===== src/rtl/plm_pkg.sv =====
package plm_pkg;
    localparam int NUM_GRP = 3;
    localparam int NUM_REG = 2;

    typedef struct packed {
        logic clk2_pin;   // bit 7
        logic clk1_pin;   // bit 6
        logic r2_toggle;  // bit 5
        logic r1_toggle;  // bit 4
        logic act_high;   // bit 3
        logic comb_out;   // bit 2
        logic sel_hi;     // bit 1
        logic sel_lo;     // bit 0
    } cfg_t;

    typedef struct packed {
        logic q;
        logic prev;
    } flop_st_t;
endpackage


===== src/rtl/plm_steer.sv =====
module plm_steer
    import plm_pkg::*;
#(
    parameter int GRP_W = 4,
    localparam int PT_W = NUM_GRP * GRP_W
) (
    input  logic [PT_W-1:0] pt_i,
    input  cfg_t            cfg_i,
    output logic            dt1_o,
    output logic            dt2_o,
    output logic            comb_o,
    output logic            fb_dt2_o,
    output logic            r2_tog_o
);
    logic [NUM_GRP-1:0] grp;

    for (genvar g = 0; g < NUM_GRP; g++) begin : g_grp
        assign grp[g] = |pt_i[g*GRP_W +: GRP_W];
    end

    logic s4, s8, s12;
    assign s4  = grp[0];
    assign s8  = grp[0] | grp[1];
    assign s12 = s8 | grp[2];

    always_comb begin
        dt2_o    = grp[2];
        dt1_o    = s8;
        comb_o   = s8;
        fb_dt2_o = 1'b0;
        r2_tog_o = 1'b0;
        if (!cfg_i.comb_out) begin
            r2_tog_o = cfg_i.r2_toggle;
            case ({cfg_i.sel_hi, cfg_i.sel_lo})
                2'b10:   dt1_o = s12;
                2'b11:   fb_dt2_o = 1'b1;
                default: dt1_o = s8;
            endcase
            comb_o = dt1_o;
        end else begin
            case ({cfg_i.sel_hi, cfg_i.sel_lo})
                2'b00: comb_o = s8;
                2'b01: begin
                    comb_o   = s4;
                    fb_dt2_o = cfg_i.r2_toggle;
                end
                2'b10: comb_o = s12;
                default: begin
                    comb_o   = cfg_i.r2_toggle ? s8 : s4;
                    fb_dt2_o = 1'b1;
                end
            endcase
            dt1_o = comb_o;
        end
    end
endmodule


===== src/rtl/plm_flop.sv =====
module plm_flop
    import plm_pkg::*;
(
    input  logic clk,
    input  logic rst_n,
    input  logic clk_term_i,
    input  logic pin_clk_i,
    input  logic use_pin_i,
    input  logic toggle_i,
    input  logic din_i,
    input  logic clr_i,
    input  logic preset_i,
    input  logic ld_en_i,
    input  logic ld_val_i,
    output logic q_o
);
    flop_st_t st_d, st_q;
    logic     src, fire;

    always_comb begin
        src       = use_pin_i ? (clk_term_i & pin_clk_i) : clk_term_i;
        fire      = src & ~st_q.prev;
        st_d.prev = src;
        st_d.q    = st_q.q;
        if (ld_en_i) begin
            st_d.q = ld_val_i;
        end else if (clr_i) begin
            st_d.q = 1'b0;
        end else if (fire) begin
            if (preset_i)      st_d.q = 1'b1;
            else if (toggle_i) st_d.q = st_q.q ^ din_i;
            else               st_d.q = din_i;
        end
    end

    always_ff @(posedge clk or negedge rst_n) begin
        if (!rst_n) st_q <= '0;
        else        st_q <= st_d;
    end

    assign q_o = st_q.q;
endmodule


===== src/rtl/plm_macrocell.sv =====
module plm_macrocell
    import plm_pkg::*;
#(
    parameter int GRP_W = 4,
    localparam int PT_W = NUM_GRP * GRP_W
) (
    input  logic            clk,
    input  logic            rst_n,
    input  logic [PT_W-1:0] pt_sum_i,
    input  logic            pt_clr1_i,
    input  logic            pt_clk1_i,
    input  logic            pt_clk2_i,
    input  logic            pt_clr2_i,
    input  logic            pt_oe_i,
    input  logic            grp_preset_i,
    input  logic            pin_clk_i,
    input  logic            pad_i,
    input  logic [7:0]      cfg_i,
    input  logic            preload_en_i,
    input  logic [1:0]      preload_val_i,
    output logic            pad_o,
    output logic            oe_o,
    output logic [5:0]      fb_o
);
    cfg_t cfg;
    assign cfg = cfg_t'(cfg_i);

    logic dt1, dt2, comb_v, fb_dt2, r2_tog;

    plm_steer #(.GRP_W(GRP_W)) u_steer (
        .pt_i    (pt_sum_i),
        .cfg_i   (cfg),
        .dt1_o   (dt1),
        .dt2_o   (dt2),
        .comb_o  (comb_v),
        .fb_dt2_o(fb_dt2),
        .r2_tog_o(r2_tog)
    );

    logic [NUM_REG-1:0] ck_term, clr_term, use_pin, tog, din, flop_q;
    assign ck_term  = {pt_clk2_i, pt_clk1_i};
    assign clr_term = {pt_clr2_i, pt_clr1_i};
    assign use_pin  = {cfg.clk2_pin, cfg.clk1_pin};
    assign tog      = {r2_tog, cfg.r1_toggle};
    assign din      = {dt2, dt1};

    for (genvar i = 0; i < NUM_REG; i++) begin : g_reg
        plm_flop u_flop (
            .clk       (clk),
            .rst_n     (rst_n),
            .clk_term_i(ck_term[i]),
            .pin_clk_i (pin_clk_i),
            .use_pin_i (use_pin[i]),
            .toggle_i  (tog[i]),
            .din_i     (din[i]),
            .clr_i     (clr_term[i]),
            .preset_i  (grp_preset_i),
            .ld_en_i   (preload_en_i),
            .ld_val_i  (preload_val_i[i]),
            .q_o       (flop_q[i])
        );
    end

    logic out_v, f2;
    assign out_v = cfg.comb_out ? comb_v : flop_q[0];
    assign pad_o = cfg.act_high ? out_v : ~out_v;
    assign oe_o  = pt_oe_i;
    assign f2    = fb_dt2 ? dt2 : flop_q[1];
    assign fb_o  = {f2, ~f2, flop_q[0], ~flop_q[0], pad_i, ~pad_i};
endmodule


===== config.mk =====
export PLATFORM = sky130hd
export DESIGN_NAME = plm_macrocell
export DESIGN_NICKNAME = d
export VERILOG_FILES = /design/src/rtl/plm_pkg.sv /design/src/rtl/plm_steer.sv /design/src/rtl/plm_flop.sv /design/src/rtl/plm_macrocell.sv
export SDC_FILE = /design/constraint.sdc
export NUM_CORES = 1
export LEC_CHECK = 0
export BUFFER_PORTS_ARGS = -buffer_cell sky130_fd_sc_hd__buf_2
export CELL_PAD_IN_SITES_DETAIL_PLACEMENT = 0
export CELL_PAD_IN_SITES_GLOBAL_PLACEMENT = 2
export CORE_UTILIZATION = 14
export CTS_CLUSTER_SIZE = 28
export DETAILED_ROUTE_END_ITERATION = 7
export HOLD_SLACK_MARGIN = 0.12
export PLACE_DENSITY_LB_ADDON = 0.12
export SLEW_MARGIN = 20
export SYNTH_ARGS = -nofsm -noshare
export SYNTH_HDL_FRONTEND = slang
export SYNTH_SLANG_ARGS = --single-unit

===== constraint.sdc =====
create_clock -name clk -period 1.2 [get_ports clk]
set_input_delay 0.06 -clock clk [delete_from_list [all_inputs] [get_ports clk]]
set_output_delay 0.06 -clock clk [all_outputs]
set_load 0.02 [all_outputs]

==> results of run 1 <==
==> registers in the layout, summed over array words and instances, names as in the netlist <==
| signal | cells |
|---|---|
| g.u_flop.st_q | 2 |
| g.u_flop.q_o | 2 |
==> final timing paths <==
kind / from / to / slack (ps) / depth (start not counted)
max: pt_sum_i[5] / pad_o / -180 / 7
max reg2reg: g_reg[1].u_flop.q_o / g_reg[1].u_flop.q_o / 100 / 5
min: pt_oe_i / oe_o / 120 / 0
min in group asynchronous: rst_n / g_reg[0].u_flop.st_q[0] / 150 / 2
max in group asynchronous: rst_n / g_reg[0].u_flop.q_o / 930 / 2
min reg2reg: g_reg[1].u_flop.q_o / g_reg[1].u_flop.q_o / 650 / 2
==> layer usage <==
metal | routed length [µm] | share of wire | up-vias
met3 | 96 | 0.072 | 2
met2 | 669 | 0.50 | 24
met5 | 0 | 0 | -
met1 | 544 | 0.41 | 245
met4 | 14 | 0.011 | 0
li1 | - | - | 273
==> area by class of cell <==
class / count / area, µm²
inverters: 7 / 26.3
well taps: 30 / 37.5
flip-flops and latches: 4 / 100
multi-input cells: 33 / 274
repair buffers: 52 / 362
clock buffers: 3 / 22.5
fillers: 287 / 1770
==> synthesized netlist by cell type (2+ instances only) <==
cell type	count	area share
sky130_fd_sc_hd__dfrtp_1	4	0.25
sky130_fd_sc_hd__buf_4	4	0.075
sky130_fd_sc_hd__a31oi_1	2	0.031
sky130_fd_sc_hd__inv_1	7	0.066
sky130_fd_sc_hd__a21oi_1	5	0.063
sky130_fd_sc_hd__nand2_1	4	0.038
sky130_fd_sc_hd__xor2_1	2	0.044
==> worst reg2reg max path, cell delays in order, from the launching register on <==
cell	delay, ps
sky130_fd_sc_hd__dfrtp_1	390
sky130_fd_sc_hd__nand3b_1	100
sky130_fd_sc_hd__xor2_1	190
sky130_fd_sc_hd__a21oi_1	80
sky130_fd_sc_hd__a21oi_1	150
sky130_fd_sc_hd__o31ai_2	70
==> what timing repair did <==
| action | 4_1_cts | 5_1_grt |
|---|---|---|
| endpoints found under the hold margin | 8 | 0 |
| setup buffers | 1 | 1 |
| gates resized for setup | 9 | 7 |
| cloned | 0 | 0 |
| endpoints found under the setup margin | 4 | 5 |
| pin swaps | 2 | 3 |
| hold buffers | 10 | 0 |
==> stage by stage <==
stage	utilization	setup WS, ps
2_1_floorplan	-	-62.5
3_3_place_gp	0.241	-242
3_5_place_dp	0.241	-239
4_1_cts	0.302	-196
5_1_grt	0.317	-249
6_report	0.317	-179
==> power by group <==
group / internal, W / leakage [nW] / switching (W) / total, W
registers: 0.000147 / 0.0493 / 0.00000842 / 0.000155
logic: 0.000143 / 0.342 / 0.000117 / 0.000261
clock network: 0.000112 / 0.0138 / 0.0000613 / 0.000174
==> logic make-up after synthesis <==
family	share of synthesized area
AO/OA/AOI/OAI	0.326
multiplexers	0.0533
buffers and inverters	0.141
AND/OR/NAND/NOR	0.185
flip-flops	0.251
XOR/XNOR	0.0439
==> impl_summary.txt, run 1 <==
----------------------------------------------------
[Drt]
  Routed wire length ... 1.33 mm
  First-pass detailed-route iteration total ... 2
  DR iter-0 viols ... 3
  Antenna-violating nets left ... 0
  Vias per inst ... 4.22
  Vias ... 544
  DR DRC count ... 0
  DR WL/cell ... 10.3 µm

[Placement]
  Buffers added on ports ... 38
  Detailed Place HPWL ... 1.01 mm
  Number of placed cells counting well taps ... 114
  Placement-stage cell area ... 623 µm²
  Final GP Congestion ... 0.646

[Outcome]
  Outcome ... complete, but fails checks
  Failing checks ... setup timing

[Setup path]
  Worst EP required ... 1140 ps
  CP endpoint kind ... output port
  Critical path fanouts, max ... 3
  Worst path cell trace ... buf_6, or4_4, a21oi_2, a21oi_1, o22ai_2, xor2_2, buf_4
  Cell family contributing the most delay on the critical path ... simple AND/OR/NAND/NOR gates
  Number of buffer and inverter stages on the critical path ... 2
  Crit Path Class ... primary input to output port
  Master of the slowest instance on the critical path ... sky130_fd_sc_hd__or4_4
  Worst Setup Start Kind ... primary input
  Signal arrival time at the worst endpoint ... 1320 ps
  Delay of the slowest cell on the worst path ... 550 ps

[Timing]
  Setup skew after layout ... 3.50 ps
  Final setup violation count ... 4
  Unrepaired setup endpoints after global routing ... yes
  Fmax achieved ... 725 MHz
  Final critical-path share of the clock period ... 1.15
  Setup TNS ... -464 ps
  Max-slew violation count ... 0
  Worst max-slew margin expressed relative to the limit ... 0.823
  Slew at the pin with the worst max-slew slack ... 265 ps
  Fin Hold WS ... 120 ps
  Slack of the critical path ... -179 ps
  Final min period ... 1380 ps
  Final Hold Vio Count ... 0

[GRT]
  Global routing met3 resource utilization ... 0.0351
  Antenna violations before repair ... 0
  Final global-route overflow total ... 0
  Number of global-route vias before repair ... 539
  Global-route wire length before repair ... 2.30 mm
  Maximum number of pins on one net before global-route repair ... 7
  Peak-usage layer in the global routing report ... met2
  Overall Global Routing Usage ... 0.0918
  Met1 global-route usage ... 0.107
  GR met2 Demand/Resource ... 0.153

[Clocking]
  Total number of H-tree levels ... 1
  Clock net sink count ... 4
  Clock tree from TritonCTS ... yes
  Clock network latency to the later pin of the worst-skew pair ... 240 ps
  Number of buffers added by the clock tree synthesis step ... 3
  Number of buffers on the longest clock path ... 2
  CTS root buf ... sky130_fd_sc_hd__clkbuf_4

[Layout]
  Fraction of final layout cells with drive strength greater than 1 ... 0.576
  Synth-to-layout area growth ... 106%
  Most frequent cells in the layout ... sky130_fd_sc_hd__buf_2, sky130_fd_sc_hd__dlygate4sd3_1, sky130_fd_sc_hd__buf_6
  Nets ... 134
  Cell area after layout ... 822 µm²
  Number of antenna diodes ... 0
  Most common cell after layout, fill and taps aside ... sky130_fd_sc_hd__buf_2
  Post-route non-filler standard cell count ... 129

[Job]
  Number of max-cap violations ... 0

[Floorplan]
  Site row count ... 18
  Chip Height ... 55.4 µm
  Initial core utilization ... 0.154
  Count of boundary I/O pins ... 41
  Die ar. ... 3070 µm²
  Floorplan Core Area ... 2590 µm²
  Die Width ... 55.4 µm

[Power and ir drop]
  Standby leakage power ... 0.405 nW
  Power density cells ... 717 nW/µm²
  Worst ir drop on vdd ... 0.000388 V
  Power Total ... 0.000589 W

[Hold path]
  Class of the tightest hold or removal check ... primary input to output port

[Synth]
  Yosys warns ... 0
  Number of enable flip-flop cells after synthesis ... 0
  FFs w/ async S/R, synth ... 1.00
  Mean area per synthesized cell ... 8.32 µm²
  Cells after synthesis ... 48
  Synthesized netlist net count ... 81
  Flip-flop cell with the highest count after synthesis ... sky130_fd_sc_hd__dfrtp_1
  Summed instance area of the synthesized netlist ... 399 µm²
  Fraction of the yosys area taken by sequential cells ... 0.251
  Total of flip-flops plus latches after synthesis ... 4
  Unique masters post-synth ... 27

----------------------------------------------------
No activity file was read; power rests on OpenSTA's default activity.
==> inputs of run 2 (changes only) <==
- CORE_MARGIN: default -> 5
- SKIP_LAST_GASP: default -> 1
==> run 2 against run 1 <==
  * The run still ends with setup timing left
  * Final cell count rose by 0.78%
  * Combinational power barely moved
  * First-iteration DRC count did not move
  * Register-to-register slack got worse by 40 ps
  * Critical endpoint unchanged
==> impl_summary.txt, run 2 (synthesis results as in run 1) <==
----------------------------------------------------
[Drt]
  Antenna-violating nets left ... 0 (unchanged)
  Vias ... 529 (was 544)
  First-pass detailed-route iteration total ... 3 (was 2)
  DR WL/cell ... 10.3 µm (about the same)
  Routed wire length ... 1.34 mm (was 1.33 mm)
  DR iter-0 viols ... 3 (unchanged)
  Vias per inst ... 4.07 (was 4.22)
  DR DRC count ... 0 (unchanged)

[Layout]
  Fraction of final layout cells with drive strength greater than 1 ... 0.556 (was 0.576)
  Post-route non-filler standard cell count ... 130 (was 129)
  Cell area after layout ... 808 µm² (was 822 µm²)
  Post-route core utilization ... 0.296 (was 0.317)
  Most frequent cells in the layout ... sky130_fd_sc_hd__buf_2, sky130_fd_sc_hd__dlygate4sd3_1, sky130_fd_sc_hd__inv_1 (was sky130_fd_sc_hd__buf_2, sky130_fd_sc_hd__dlygate4sd3_1, sky130_fd_sc_hd__buf_6)
  Number of antenna diodes ... 0 (unchanged)
  Nets ... 134 (unchanged)
  Synth-to-layout area growth ... 103% (was 106%)
  Most common cell after layout, fill and taps aside ... sky130_fd_sc_hd__buf_2 (unchanged)
  Count of filler cells inserted in the layout ... 314 (was 287)

[Clocking]
  Clock network latency to the later pin of the worst-skew pair ... 230 ps (was 240 ps)
  CTS root buf ... sky130_fd_sc_hd__clkbuf_4 (unchanged)
  Clock net sink count ... 4 (unchanged)
  Clock tree from TritonCTS ... yes (unchanged)
  Total number of H-tree levels ... 1 (unchanged)
  Number of buffers added by the clock tree synthesis step ... 3 (unchanged)
  Number of buffers on the longest clock path ... 2 (unchanged)

[Timing]
  Slew at the pin with the worst max-slew slack ... 282 ps (was 265 ps)
  Slack of the critical path ... -218 ps (was -179 ps)
  Setup TNS ... -555 ps (was -464 ps)
  Fmax achieved ... 705 MHz (was 725 MHz)
  Max-slew violation count ... 0 (unchanged)
  Unrepaired setup endpoints after global routing ... yes (unchanged)
  Final critical-path share of the clock period ... 1.18 (was 1.15)
  Final setup violation count ... 5 (was 4)
  Worst max-slew margin expressed relative to the limit ... 0.809 (was 0.823)
  Final Hold Vio Count ... 0 (unchanged)
  Final min period ... 1420 ps (was 1380 ps)
  Setup skew after layout ... 3.14 ps (was 3.50 ps)

[Floorplan]
  Count of boundary I/O pins ... 41 (unchanged)
  Initial core utilization ... 0.146 (was 0.154)
  Die Width ... 63.4 µm (was 55.4 µm)
  Floorplan Core Area ... 2730 µm² (was 2590 µm²)
  Die ar. ... 4020 µm² (was 3070 µm²)
  Chip Height ... 63.4 µm (was 55.4 µm)
  Site row count ... 19 (was 18)

[Placement]
  Detailed Place HPWL ... 1.13 mm (was 1.01 mm)
  Number of placed cells counting well taps ... 116 (was 114)
  Final GP Congestion ... 0.666 (was 0.646)
  Placement-stage cell area ... 632 µm² (was 623 µm²)
  Minimum setup slack after placement ... -233 ps (was -239 ps)
  Buffers added on ports ... 38 (unchanged)

[Setup path]
  Worst EP required ... 1140 ps (about the same)
  Worst path cell trace ... buf_6, or4_4, a21oi_4, a21oi_2, o22ai_2, xor2_2, buf_6 (was buf_6, or4_4, a21oi_2, a21oi_1, o22ai_2, xor2_2, buf_4)
  Number of buffer and inverter stages on the critical path ... 2 (unchanged)
  Master of the slowest instance on the critical path ... sky130_fd_sc_hd__or4_4 (unchanged)
  Worst Setup Start Kind ... primary input (unchanged)
  Critical path fanouts, max ... 2 (was 3)
  Delay of the slowest cell on the worst path ... 550 ps (about the same)
  Crit Path Class ... primary input to output port (unchanged)
  Signal arrival time at the worst endpoint ... 1360 ps (was 1320 ps)
  Most Frequent Cell on Critical Path ... sky130_fd_sc_hd__buf_6
  Start point of the critical path ... pt_sum_i[10] (was pt_sum_i[5])
  CP endpoint kind ... output port (unchanged)
  Startpoint of the worst register-to-register path ... g_reg[0].u_flop.q_o (was g_reg[1].u_flop.q_o)
  Cell family contributing the most delay on the critical path ... simple AND/OR/NAND/NOR gates (unchanged)

[Power and ir drop]
  Internal Dissipation ... 0.000400 W (was 0.000402 W)
  Power density cells ... 712 nW/µm² (was 717 nW/µm²)
  Comb power frac ... 0.450 (was 0.442)
  Standby leakage power ... 0.400 nW (was 0.405 nW)
  P_sw ... 0.000175 W (was 0.000187 W)
  Sequential cell fraction of total power ... 0.269 (was 0.263)
  Sw frac ... 0.304 (was 0.318)
  Worst ir drop on vdd ... 0.000727 V (was 0.000388 V)
  Power share of the clock group ... 0.281 (was 0.295)

[Job]
  Number of max-cap violations ... 0 (unchanged)

[Hold path]
  Class of the tightest hold or removal check ... primary input to output port (unchanged)
  Hold Crit Start ... pt_oe_i (unchanged)

[GRT]
  Number of global-route vias before repair ... 542 (was 539)
  Final global-route overflow total ... 0 (unchanged)
  Global-route wire length before repair ... 2.27 mm (was 2.30 mm)
  Maximum number of pins on one net before global-route repair ... 7 (unchanged)
  Antenna violations before repair ... 0 (unchanged)
  Overall Global Routing Usage ... 0.0700 (was 0.0918)

[Outcome]
  Outcome ... complete, but fails checks (unchanged)
  Failing checks ... setup timing (unchanged)

----------------------------------------------------
-- run 2: cell counts in the layout (fill, tap and decap cells not counted) --
Identical to the previous run, type by type.
-- run 2: worst paths after layout --
kind / slack, ps / end / cells after the start
max in group asynchronous: 890 / g_reg[1].u_flop.st_q[0] / 2
min in group asynchronous: 190 / g_reg[0].u_flop.q_o / 2
max reg2reg: 60 / g_reg[0].u_flop.q_o / 4
min: 120 / oe_o / 0
min reg2reg: 650 / g_reg[1].u_flop.q_o / 2
max: -220 / pad_o / 7
-- run 2: power by group through the flow --
stage / Clock [W] / Combinational (W) / Sequential (W)
final: 0.000162 / 0.000259 / 0.000155
after global routing: 0.000187 / 0.000284 / 0.000158
after CTS: 0.000171 / 0.000249 / 0.000154
after detailed placement: 0 / 0.000207 / 0.000156
after global placement: 0 / 0.000208 / 0.000156
after floorplan: 0 / 0.000118 / 0.000155
-- run 2: area by class of cell --
cell class,instances,area [µm²],area share
tap,31,38.8,0.0480
clock buffer,3,22.5,0.0279
inverter,7,26.3,0.0325
multi-input combinational,33,275,0.341
sequential,4,100,0.124
timing repair buffer,52,345,0.427
-- run 2: per-stage QoR --
stage	hold WS, ps	power (W)
after global placement	-126	0.000364
after CTS	120	0.000575
after detailed placement	-129	0.000363
after floorplan	-236	0.000273
final	120	0.000575
after global routing	120	0.000629
-- run 2: repair_timing --
item | 4_1_cts | 5_1_grt
pin swaps | 0 | 7
endpoints found under the hold margin | 8 | 0
gates resized for setup | 6 | 6
gates cloned | 0 | 0
setup buffers | 1 | 0
setup endpoints to repair | 3 | 5
hold buffers | 10 | 0
-- run 2: per-layer routing --
metal,wire length [µm],global-route usage
met4,0,0.00779
met1,526,0.0780
met5,0,0
met3,160,0.0444
met2,652,0.115
